===== src/rtl/hp_pkg.sv =====
// Shared widths and the event word layout for the hit formatter.
// Assumes one fixed 32-bit word with no chip identifier field.
package hp_pkg;
    localparam int ADC_W  = 12;
    localparam int BX_W   = 12;
    localparam int GAIN_W = 2;
    localparam int CHAN_W = 6;
    localparam int WORD_W = ADC_W + BX_W + GAIN_W + CHAN_W;

    // Field order from MSB: gain, channel, crossing, amplitude
    typedef struct packed {
        logic [GAIN_W-1:0] gain;
        logic [CHAN_W-1:0] chan;
        logic [BX_W-1:0]   bx;
        logic [ADC_W-1:0]  adc;
    } hit_word_t;
endpackage


===== src/rtl/hp_filter.sv =====
// Threshold comparator and word packer.
// Purely combinational; the caller registers the result into the buffer.
// Assumes amplitude and threshold are unsigned.
module hp_filter
    import hp_pkg::*;
(
    input  logic              hit_valid,
    input  logic [ADC_W-1:0]  hit_adc,
    input  logic [GAIN_W-1:0] hit_gain,
    input  logic [CHAN_W-1:0] hit_chan,
    input  logic [BX_W-1:0]   hit_bx,
    input  logic [ADC_W-1:0]  thresh,
    output logic              keep,
    output hit_word_t         word
);
    // Keep strobed hits strictly above threshold
    always_comb keep = hit_valid && (hit_adc > thresh);

    // Pack the fields into the event word
    always_comb begin
        word.gain = hit_gain;
        word.chan = hit_chan;
        word.bx   = hit_bx;
        word.adc  = hit_adc;
    end
endmodule


===== src/rtl/hp_fifo.sv =====
// Synchronous first-word-fall-through buffer.
// The head word is on rd_data whenever empty is low.
// Assumes DEPTH >= 2 and that the caller never writes when full or reads when empty.
module hp_fifo #(
    parameter int DEPTH = 8,
    parameter int W     = 32
) (
    input  logic         clk,
    input  logic         rst_n,
    input  logic         wr_en,
    input  logic [W-1:0] wr_data,
    input  logic         rd_en,
    output logic [W-1:0] rd_data,
    output logic         full,
    output logic         empty
);
    localparam int AW = $clog2(DEPTH);
    localparam int CW = AW + 1;

    logic [W-1:0]  mem [DEPTH];
    logic [AW-1:0] wr_ptr, rd_ptr;
    logic [CW-1:0] count;

    // Status flags from occupancy
    always_comb begin
        full  = (count == CW'(DEPTH));
        empty = (count == '0);
    end

    always_comb rd_data = mem[rd_ptr];

    // Store the incoming word
    always_ff @(posedge clk) begin
        if (wr_en) mem[wr_ptr] <= wr_data;
    end

    // Advance pointers and occupancy
    always_ff @(posedge clk) begin
        if (!rst_n) begin
            wr_ptr <= '0;
            rd_ptr <= '0;
            count  <= '0;
        end else begin
            if (wr_en) wr_ptr <= (wr_ptr == AW'(DEPTH-1)) ? '0 : wr_ptr + 1'b1;
            if (rd_en) rd_ptr <= (rd_ptr == AW'(DEPTH-1)) ? '0 : rd_ptr + 1'b1;
            case ({wr_en, rd_en})
                2'b10:   count <= count + 1'b1;
                2'b01:   count <= count - 1'b1;
                default: count <= count;
            endcase
        end
    end


    no_overflow_chk: assert property (@(posedge clk) disable iff (!rst_n)
        wr_en |-> !full);


    no_underflow_chk: assert property (@(posedge clk) disable iff (!rst_n)
        rd_en |-> !empty);
endmodule


===== src/rtl/hp_lost_ctr.sv =====
// Saturating counter of hits dropped on a full buffer.
// Assumes at most one increment per cycle.
module hp_lost_ctr #(
    parameter int W = 8
) (
    input  logic         clk,
    input  logic         rst_n,
    input  logic         inc,
    output logic [W-1:0] count
);
    localparam logic [W-1:0] MAXV = '1;

    // Count up, stopping at the top value
    always_ff @(posedge clk) begin
        if (!rst_n)                     count <= '0;
        else if (inc && count != MAXV)  count <= count + 1'b1;
    end


    lost_step_chk: assert property (@(posedge clk) disable iff (!rst_n)
        (inc && count != MAXV) |=> count == $past(count) + 1'b1);


    lost_sat_chk: assert property (@(posedge clk) disable iff (!rst_n)
        (count == MAXV) |=> count == MAXV);


    lost_idle_chk: assert property (@(posedge clk) disable iff (!rst_n)
        !inc |=> $stable(count));
endmodule


===== src/rtl/hit_packer.sv =====
// Top of the zero-suppressed hit formatter.
// Filters hits against the threshold, packs survivors, buffers them and
// offers them on a valid/ready port only while readout is enabled.
// Assumes at most one hit per cycle; a hit meeting a full buffer is lost.
module hit_packer
    import hp_pkg::*;
#(
    parameter int FIFO_DEPTH = 8,
    parameter int LOST_W     = 8
) (
    input  logic              clk,
    input  logic              rst_n,
    input  logic [ADC_W-1:0]  thresh,
    input  logic              hit_valid,
    input  logic [ADC_W-1:0]  hit_adc,
    input  logic [GAIN_W-1:0] hit_gain,
    input  logic [CHAN_W-1:0] hit_chan,
    input  logic [BX_W-1:0]   hit_bx,
    input  logic              readout_en,
    output logic              out_valid,
    input  logic              out_ready,
    output logic [WORD_W-1:0] out_data,
    output logic [LOST_W-1:0] lost_count
);
    logic      keep, fifo_wr, fifo_rd, fifo_full, fifo_empty, drop_full;
    hit_word_t word;

    hp_filter u_filter (
        .hit_valid (hit_valid),
        .hit_adc   (hit_adc),
        .hit_gain  (hit_gain),
        .hit_chan  (hit_chan),
        .hit_bx    (hit_bx),
        .thresh    (thresh),
        .keep      (keep),
        .word      (word)
    );

    // Route kept hits to the buffer or to the loss counter
    always_comb begin
        fifo_wr   = keep && !fifo_full;
        drop_full = keep && fifo_full;
    end

    // Offer the head word only during readout
    always_comb begin
        out_valid = readout_en && !fifo_empty;
        fifo_rd   = out_valid && out_ready;
    end

    hp_fifo #(.DEPTH(FIFO_DEPTH), .W(WORD_W)) u_fifo (
        .clk     (clk),
        .rst_n   (rst_n),
        .wr_en   (fifo_wr),
        .wr_data (word),
        .rd_en   (fifo_rd),
        .rd_data (out_data),
        .full    (fifo_full),
        .empty   (fifo_empty)
    );

    hp_lost_ctr #(.W(LOST_W)) u_lost (
        .clk   (clk),
        .rst_n (rst_n),
        .inc   (drop_full),
        .count (lost_count)
    );


    below_thr_drop_chk: assert property (@(posedge clk) disable iff (!rst_n)
        (hit_valid && hit_adc <= thresh) |-> !fifo_wr);


    no_strobe_nowrite_chk: assert property (@(posedge clk) disable iff (!rst_n)
        fifo_wr |-> hit_valid);


    hold_data_chk: assert property (@(posedge clk) disable iff (!rst_n)
        (out_valid && !out_ready) |=> $stable(out_data));


    quiet_acq_chk: assert property (@(posedge clk) disable iff (!rst_n)
        !readout_en |-> !out_valid);
endmodule


===== config.mk =====
export PLATFORM = sky130hd
export DESIGN_NAME = hit_packer
export DESIGN_NICKNAME = d
export VERILOG_FILES = /design/src/rtl/hp_pkg.sv /design/src/rtl/hp_filter.sv /design/src/rtl/hp_fifo.sv /design/src/rtl/hp_lost_ctr.sv /design/src/rtl/hit_packer.sv
export SDC_FILE = /design/constraint.sdc
export NUM_CORES = 1
export LEC_CHECK = 0
export ABC_AREA = 1
export BUFFER_PORTS_ARGS = -buffer_cell sky130_fd_sc_hd__buf_2
export CORE_ASPECT_RATIO = 1.2
export CORE_MARGIN = 2
export CORE_UTILIZATION = 40
export CTS_CLUSTER_DIAMETER = 30
export DETAILED_ROUTE_END_ITERATION = 10
export SLEW_MARGIN = 20
export SYNTH_ARGS = -nofsm -noshare
export SYNTH_HDL_FRONTEND = slang
export SYNTH_HIERARCHICAL = 1
export SYNTH_SLANG_ARGS = --single-unit

===== constraint.sdc =====
create_clock -name clk -period 11.8 [get_ports clk]
set_input_delay 2.36 -clock clk [delete_from_list [all_inputs] [get_ports clk]]
set_output_delay 2.36 -clock clk [all_outputs]
set_load 0.05 [all_outputs]

==> reports/metrics.cfg, run 1 <==
[sta]
slew_violations = 0
relSlewSlack_pct = 39.4
fin_crit_ps = 5650
setup_viol = 0
whs_ps = 484
tns_ps = 0
hold_viol_final = 0
tightest_slew_ps = 909
layout_setup_ws_ps = 6150
rsz0062_at_grt = false
min_period_over_period_pct = 47.9
clock_skew_ps = 16.2
max_freq_mhz = 177

[placement]
dp.cells = 1391
io_buffers = 89
pre_cts_ws_ps = 6240
place.gp.congestion = 0.718
hpwl_um = 13100

[layout]
regArea_um2 = 8120
n_antenna_cell = 0
layout.cells.non_filler = 1467
n_fill_cell = 2521
fin_nets = 1119
multiInputGateArea_um2 = 2970
drive_above_1_share_pct = 18.0
syn_to_final_growth_pct = 16.3

[worst_setup_path]
required_ps = 9440
cpLargestDelayFamily = buffers and inverters
cp_slowest_stage_delay_ps = 680
rr_startpoint = u_fifo/count[1]
cp-end-kind = primary output
arrival_ps = 3290
path_cells = inv_2, buf_4, o21ai_0, o21ai_0, nand2_1, nand2_1, buf_2
path_class = reg -> out
critPathLaunchType = flip-flop
crit_buf_inv = 3
crit_fanout = 58
slowest_stage = buf_4

[synthesis]
synth_adder_area_share_pct = 2.13
postSynth.asyncResetShare_pct = 0
syn_avg_cell_area_um2 = 11.9
synth_edf_count = 256
postSynthCellCount = 985
synthMuxAreaShare_pct = 2.72
synthSimpleGateAreaFrac_pct = 11.2
synth_top_flop_cell = edfxtp_1
synth_top_family_by_area = simple AND/OR/NAND/NOR gates
synth_warnings = 6
ys_seq_area_share_pct = 69.0
syn_area_um2 = 11800
synth_nets = 1054
synth_xor_area_share_pct = 0.149
ys_ff_latch = 277
synth_cell_types = 32
synth_compound_area_share_pct = 8.52

[floorplan]
die_area_um2 = 30800
core_um2 = 28800
ios = 90
die_h_um = 192
rows = 68
start_util_pct = 40.8
die_x_um = 161

[run]
drv_cap = 0

[global_route]
grt_max_degree = 92
grt_pass1_wl_um = 37300
grt_usage_pct = 15.6
overflow = 0
grt_pass1_vias = 6944
grt_antenna_before_repair = 0

[pwr]
fin_total_pwr_mw = 2.70
max-vdd-ir-drop_uv = 142
power.density_nw_per_um2 = 197
leakage_nw = 5.02

[routing]
wire_per_inst_um = 16.3
drt_iter0_markers = 429
drc = 0
first_pass_iters = 5
routed_via_density = 4.90
routed_wirelength_um = 24000
antenna_left = 0
num_vias = 7181

[run_status]
status = finished, final reports clean

[clock_tree]
cts_tree = done
h-tree-depth = 2
cts_sinks = 277
postCtsSetupBuffers = 0
root_buffer = clkbuf_16
cts_max_path_buffers = 3
worstSkewPairLatency_ps = 510
cts_resized = 0
clk_pin_slew_ps = 50
cts_hold_buf = 0
cts_buffers = 41

[min_path]
worstHoldStart = u_fifo/rd_ptr[0]
hp-class = reg -> reg

routing by layer:
layer  track usage (%)  wire [um]  vias up
met4              5.06        425        0
met3              2.72        994       33
li1                  -          -     3565
met1              20.2      11000     3421
met5                 0          0        -
met2              26.7      11500      162
where the power goes:
group | total [mW] | switching [mW] | internal (mW) | leakage (nW)
clock | 1.17 | 0.423 | 0.744 | 0.663
combinational | 0.403 | 0.300 | 0.103 | 1.88
sequential | 1.13 | 0.0227 | 1.10 | 2.48
total | 2.70 | 0.746 | 1.95 | 5.02
state kept, by name, summed over array words and instances (netlist names), named ones only:
register	cells
u_fifo/rd_ptr	3
u_lost/count	8
u_fifo/mem	256
u_fifo/wr_ptr	3
u_fifo/count	4
cells in the mapped netlist (2+ instances only):
library cell	count	area, um^2
dfxtp_1	21	420
clkbuf_2	5	25.0
nand2_2	5	31.3
buf_2	12	60.1
mux2i_1	32	320
buf_12	2	40.0
inv_1	50	188
o21ai_0	112	561
nand3_1	13	65.1
clkbuf_1	15	56.3
edfxtp_1	256	7690
nand2_1	143	537
buf_8	2	30.0
buf_6	3	33.8
a21oi_1	18	90.1
nand3b_1	2	15.0
a21o_1	2	15.0
nand3_2	2	20.0
ha_1	20	250
nor2_1	159	597
o22ai_1	32	200
o21ai_1	24	120
buf_4	39	293
xnor2_1	2	17.5
nor3_1	3	15.0
buf_1	2	7.51
nor2_2	4	25.0
layout make-up:
type                            instances  area share (%)
Clock buffer                           46            7.79
Clock inverter                         29            2.11
Inverter                               51            1.40
Multi-Input combinational cell        577            21.7
Sequential cell                       277            59.3
Tap cell                              385            3.52
Timing Repair Buffer                  102            4.12
cells by family (layout without fill, tap and decap cells):
family | count (synthesis) | count (layout)
simple gates | 333 | 333
flops | 277 | 277
mux | 32 | 32
xor+xnor | 2 | 2
fa+ha+maj | 20 | 20
compound gates | 190 | 190
buf+inv | 131 | 228
stage by stage:
stage               util [%]  cell area [um^2]
detailed placement      42.6             12300
global route            47.4             13700
floorplan                  -             11800
global placement        42.6             12300
CTS                     47.3             13700
finish                  47.4             13700
worst paths after layout:
check | endpoint | slack [ps] | cells after the start
setup / recovery | out_data[31] | 6150 | 7
hold / removal | flip-flop | 480 | 1
setup reg to reg | u_fifo/mem[6][3] | 9280 | 8
hold reg to reg | flip-flop | 480 | 1
cell usage in the layout, fill, tap and decap left out, types with 2 or more instances in the layout:
master / synthesis / final
a21o_1: 2 / 2
a21oi_1: 18 / 18
buf_2: 12 / 89
buf_4: 39 / 12
bufinv_16: 0 / 4
clkbuf_1: 15 / 4
clkbuf_16: 0 / 42
clkinv_1: 0 / 5
clkinv_2: 0 / 9
clkinv_4: 0 / 3
clkinvlp_4: 0 / 3
dfxtp_1: 21 / 19
dfxtp_4: 0 / 2
edfxtp_1: 256 / 256
ha_1: 20 / 20
inv_1: 50 / 48
inv_2: 1 / 2
inv_6: 0 / 5
mux2i_1: 32 / 32
nand2_1: 143 / 143
nand2_2: 5 / 5
nand3_1: 13 / 13
nand3_2: 2 / 2
nand3b_1: 2 / 2
nor2_1: 159 / 151
nor2_2: 4 / 4
nor2_4: 1 / 9
nor3_1: 3 / 3
o21ai_0: 112 / 112
o21ai_1: 24 / 24
o22ai_1: 32 / 32
xnor2_1: 2 / 2
Note: power is estimated with default switching activity, not from simulation.
==> inputs of run 2 (changes only) <==
==> constraint.sdc (replaced) <==
create_clock -name clk -period 5.55 [get_ports clk]
set_input_delay 1.11 -clock clk [delete_from_list [all_inputs] [get_ports clk]]
set_output_delay 1.11 -clock clk [all_outputs]
set_load 0.05 [all_outputs]
==> reports/metrics.cfg, run 2 (synthesis results as in run 1) <==
[run_status]
status = finished, final reports clean

[global_route]
grt_antenna_before_repair = 0  ; unchanged
grt_pass1_vias = 7123  ; +2.6%
overflow = 0  ; unchanged
grt_usage_pct = 16.0  ; +0.45 points
grt_pass1_wl_um = 38300  ; +2.7%
grt_max_degree = 91  ; -1.1%

[routing]
routed_via_density = 5.02  ; +2.5%
wire_per_inst_um = 16.9  ; +3.7%
routed_wirelength_um = 24800  ; +3.7%
drc = 0  ; unchanged
drt_iter0_markers = 410  ; -4.4%
drt-met1-wl_um = 10800  ; -1.6%
num_vias = 7359  ; +2.5%
routed-wl-met2_um = 12400  ; +7.4%
dr_wl_met3_um = 1100  ; +11%
antenna_left = 0  ; unchanged
dr.max_layer_used = met4
first_pass_iters = 5  ; unchanged

[run]
drv_cap = 0  ; unchanged

[placement]
io_buffers = 89  ; unchanged
place.gp.congestion = 0.722  ; +0.54%
dpl_cell_area_um2 = 12300  ; +0.18%
hpwl_um = 13400  ; +2.6%

[layout]
fin_nets = 1120  ; +0.089%
layout_common_cells = edfxtp_1, nor2_1, nand2_1
final_common_cell = edfxtp_1
n_antenna_cell = 0  ; unchanged
drive_above_1_share_pct = 18.2  ; +0.18 points
top_regs = u_fifo/mem (256), u_lost/count (8), u_fifo/count (4)
n_fill_cell = 2577  ; +2.2%
final_area_um2 = 13600  ; -0.24%
largest-register = u_fifo/mem
largest_reg_flops = 256  ; unchanged
syn_to_final_growth_pct = 16.1

[sta]
tightest_slew_ps = 1070  ; +166 ps
tns_ps = 0  ; unchanged
relSlewSlack_pct = 28.4  ; -11 points
fin_crit_ps = 4130
min_period_over_period_pct = 74.5
rsz0062_at_grt = false
slew_violations = 0  ; unchanged
hold_viol_final = 0  ; unchanged
max_freq_mhz = 242
clock_skew_ps = 17.2  ; +0.956 ps
setup_viol = 0  ; unchanged

[clock_tree]
h-tree-depth = 2  ; unchanged
cts_buffers = 40  ; -2.4%
cts_sinks = 277  ; unchanged
root_buffer = clkbuf_16
cts_tree = done
cts_resized = 0  ; unchanged
cts_hold_buf = 0  ; unchanged
postCtsSetupBuffers = 0  ; unchanged
clk_pin_slew_ps = 50  ; about the same
cts_max_path_buffers = 3  ; unchanged
worstSkewPairLatency_ps = 520  ; about the same

[worst_setup_path]
path_cells = buf_4, o21ai_0, o22ai_1, nand2_1, nand2_1, buf_2
slowest_stage = buf_4
cp_slowest_stage_delay_ps = 850  ; +170 ps
timing.critical_path.mode_cell = nand2_1
r2r_slack_ps = 3210  ; -6070 ps
required_ps = 4440  ; -5000 ps
crit_fanout = 90  ; +55%
path_class = reg -> out
critPathLaunchType = flip-flop
arrival_ps = 3020  ; -270 ps
cp-end-kind = primary output

[floorplan]
die_x_um = 161  ; unchanged
rows = 68  ; unchanged
die_h_um = 192  ; unchanged
core_um2 = 28800  ; unchanged
ios = 90  ; unchanged
die_area_um2 = 30800  ; unchanged
start_util_pct = 40.8  ; unchanged

[pwr]
max-vdd-ir-drop_uv = 234  ; +64%
power.density_nw_per_um2 = 419  ; +110%
fin_total_pwr_mw = 5.72  ; +110%
leakage_nw = 5.00  ; -0.55%

[min_path]
hp-class = reg -> reg

[run 2: changes by cell type in the layout (fill, tap and decap cells not counted), sizes merged]
cell	previous run	this run
buf	102	104
bufinv	4	3
clkbuf	46	45
clkinv	18	7
clkinvlp	3	7
inv	55	62
[run 2: final timing paths]
path,to,startpoint,cells after the start
worst max-delay path,out_data[4],flip-flop,6
worst min-delay path,u_lost/count[6],u_lost/count[6],2
worst max register to register,u_fifo/mem[6][11],u_fifo/count[1],8
worst min register to register,u_lost/count[6],u_lost/count[6],2
[run 2: through the flow]
stage / util (%) / hold WS (ps) / setup slack (ps) / instances
after floorplan: - / 456 / 1280 / 985
after global placement: 42.7 / 473 / 1550 / 1394
after detailed placement: 42.7 / 472 / 1450 / 1394
after CTS: 47.3 / 485 / 1360 / 1467
after global routing: 47.3 / 521 / 1150 / 1467
final: 47.3 / 478 / 1420 / 1467
[run 2: per-layer routing]
metal  vias to the layer above  track usage (%)
li1                       3557                -
met1                      3586             19.7
met2                       177             28.9
met3                        39             2.63
met4                         0             5.06
met5                         -                0
[run 2: report_power, final]
| part | internal [mW] | switching (mW) |
|---|---|---|
| sequential | 2.34 | 0.0406 |
| combinational | 0.216 | 0.648 |
| clock | 1.52 | 0.951 |
[run 2: layout make-up]
class / instances / area (um^2) / share of cell area, %
Tap cell: 385 / 482 / 3.53
Sequential cell: 277 / 8120 / 59.5
Inverter: 51 / 191 / 1.40
Multi-Input combinational cell: 577 / 2970 / 21.8
Timing Repair Buffer: 104 / 558 / 4.09
Clock inverter: 28 / 287 / 2.10
Clock buffer: 45 / 1040 / 7.63
[run 2: worst max-delay path, delay by kind of cell, from the launching register on]
family                 cells  cell delay (ps)
AO/OA/AOI/OAI              2              440
flip-flops                 1              640
buffers and inverters      2             1130
AND/OR/NAND/NOR            2              190
==> inputs of run 3 (changes only) <==
==> constraint.sdc (replaced) <==
create_clock -name clk -period 3.4 [get_ports clk]
set_input_delay 0.68 -clock clk [delete_from_list [all_inputs] [get_ports clk]]
set_output_delay 0.68 -clock clk [all_outputs]
set_load 0.05 [all_outputs]
==> reports/metrics.cfg, run 3 (synthesis results as in run 1) <==
[placement]
io_buffers = 89  ; unchanged
dpl_cell_area_um2 = 12600  ; +2.3%
hpwl_um = 14500  ; +7.8%
place.gp.congestion = 0.724  ; +0.24%

[global_route]
grt_usage_pct = 16.2  ; +0.18 points
grt_pass1_vias = 7289  ; +2.3%
grt_pass1_wl_um = 39000  ; +1.8%
grt_max_degree = 82  ; -9.9%
grt_antenna_before_repair = 0  ; unchanged
overflow = 0  ; unchanged

[routing]
routed_via_density = 4.91  ; -2.0%
antenna_left = 0  ; unchanged
drc = 0  ; unchanged
num_vias = 7328  ; -0.42%
routed_wirelength_um = 24700  ; -0.75%
first_pass_iters = 5  ; unchanged
drt_iter0_markers = 484  ; +18%
wire_per_inst_um = 16.5  ; -2.3%

[clock_tree]
cts_resized = 0  ; unchanged
cts_max_path_buffers = 3  ; unchanged
cts_tree = done
cts_buffers = 46  ; +15%
clk_pin_slew_ps = 60  ; about the same
cts_hold_buf = 0  ; unchanged
worstSkewPairLatency_ps = 540  ; +20 ps
h-tree-depth = 2  ; unchanged
postCtsSetupBuffers = 0  ; unchanged
cts_sinks = 277  ; unchanged
root_buffer = clkbuf_16

[layout]
largest-register = u_fifo/mem
syn_to_final_growth_pct = 20.7
n_antenna_cell = 0  ; unchanged
multiInputGateArea_um2 = 2970  ; unchanged
final_area_um2 = 14200  ; +4.0%
drive_above_1_share_pct = 20.1  ; +1.9 points
layout_common_cells = edfxtp_1, nor2_1, nand2_1
largest_reg_flops = 256  ; unchanged
n_fill_cell = 2548  ; -1.1%
fin_nets = 1137  ; +1.5%
final_common_cell = edfxtp_1
fin_util_pct = 49.2  ; +1.9 points
top_regs = u_fifo/mem (256), u_lost/count (8), u_fifo/count (4)
regArea_um2 = 8120  ; about the same

[floorplan]
start_util_pct = 40.8  ; unchanged
core_um2 = 28800  ; unchanged
die_area_um2 = 30800  ; unchanged
ios = 90  ; unchanged
die_x_um = 161  ; unchanged
die_h_um = 192  ; unchanged
rows = 68  ; unchanged

[sta]
clock_skew_ps = 23.2  ; +6.01 ps
rsz0062_at_grt = false
relSlewSlack_pct = 68.4  ; +40 points
setup_viol = 0  ; unchanged
slew_violations = 0  ; unchanged
fin_crit_ps = 2890
min_period_over_period_pct = 85.0
tightest_slew_ps = 475  ; -600 ps
hold_viol_final = 0  ; unchanged
max_freq_mhz = 346

[worst_setup_path]
r2r-end = u_fifo/count[2]
cp-end-kind = primary output
path_cells = buf_12, nor2_1, nor2_1, o21ai_0, o21ai_1, nand2_1, nand2_1, buf_2
crit_fanout = 81  ; -10%
path_class = reg -> out
required_ps = 2720  ; -1720 ps
r2r_slack_ps = 1200  ; -2010 ps
cp_slowest_stage_delay_ps = 420  ; -430 ps
crit_path_end = out_data[2]
arrival_ps = 2210  ; -810 ps
slowest_stage = dfxtp_4
rr_startpoint = u_fifo/count[0]
r2r_cells = 14  ; +6
critPathLaunchType = flip-flop

[run_status]
status = finished, final reports clean

[min_path]
hp-class = in -> reg

[run]
drv_cap = 0  ; unchanged

[pwr]
leakage_nw = 5.24  ; +4.9%
max-vdd-ir-drop_uv = 348  ; +49%
power.density_nw_per_um2 = 702  ; +67%
fin_total_pwr_mw = 9.96  ; +74%

==> run 3: layout make-up <==
class | count | share of cell area [%]
Clock inverter | 35 | 2.77
Tap cell | 385 | 3.40
Multi-Input combinational cell | 577 | 21.0
Timing Repair Buffer | 115 | 5.93
Inverter | 51 | 1.36
Sequential cell | 277 | 57.2
Clock buffer | 51 | 8.39
==> run 3: worst max-delay path: cells and delay by family (launching register included) <==
kind / cells / cell delay, ps
buffers and inverters: 2 / 580
DFF: 1 / 420
and+or+nand+nor: 4 / 380
AOI/OAI and AO/OA: 2 / 170
==> run 3: how the worst min path moves through the flow <==
stage               slack [ps]  cells past startpoint        startpoint                 to
floorplan                  460                      1  u_fifo/rd_ptr[0]          flip-flop
global placement           460                      2   u_lost/count[6]    u_lost/count[6]
detailed placement         480                      2   u_lost/count[6]    u_lost/count[6]
CTS                        400                      1         hit_bx[8]  u_fifo/mem[3][20]
global route               410                      1         hit_bx[6]  u_fifo/mem[0][18]
finish                     420                      1         hit_bx[8]  u_fifo/mem[1][20]
==> run 3: stage by stage <==
| stage | instances | hold slack [ps] | setup TNS, ps | worst slack, ps |
|---|---|---|---|---|
| after floorplan | 985 | 456 | -56900 | -445 |
| after global placement | 1405 | 463 | 0 | 181 |
| after detailed placement | 1405 | 477 | 0 | 129 |
| after CTS | 1491 | 397 | 0 | 477 |
| after global routing | 1491 | 410 | 0 | 338 |
| final | 1491 | 421 | 0 | 511 |
==> run 3: where the power goes <==
group | total, mW | switching, mW | internal (mW) | leakage, nW
Sequential | 3.88 | 0.0494 | 3.83 | 2.48
Combinational | 1.46 | 1.08 | 0.387 | 1.99
Clock | 4.62 | 1.71 | 2.91 | 0.770
==> run 3: layer usage <==
| metal | GRT usage [%] | vias to the layer above | part of all wire, % | routed length [um] |
|---|---|---|---|---|
| li1 | - | 3615 | - | - |
| met1 | 20.4 | 3496 | 43 | 10700 |
| met2 | 28.2 | 179 | 49 | 12200 |
| met3 | 3.07 | 38 | 5.2 | 1280 |
| met4 | 5.54 | 0 | 2.1 | 520 |
| met5 | 0 | - | 0 | 0 |
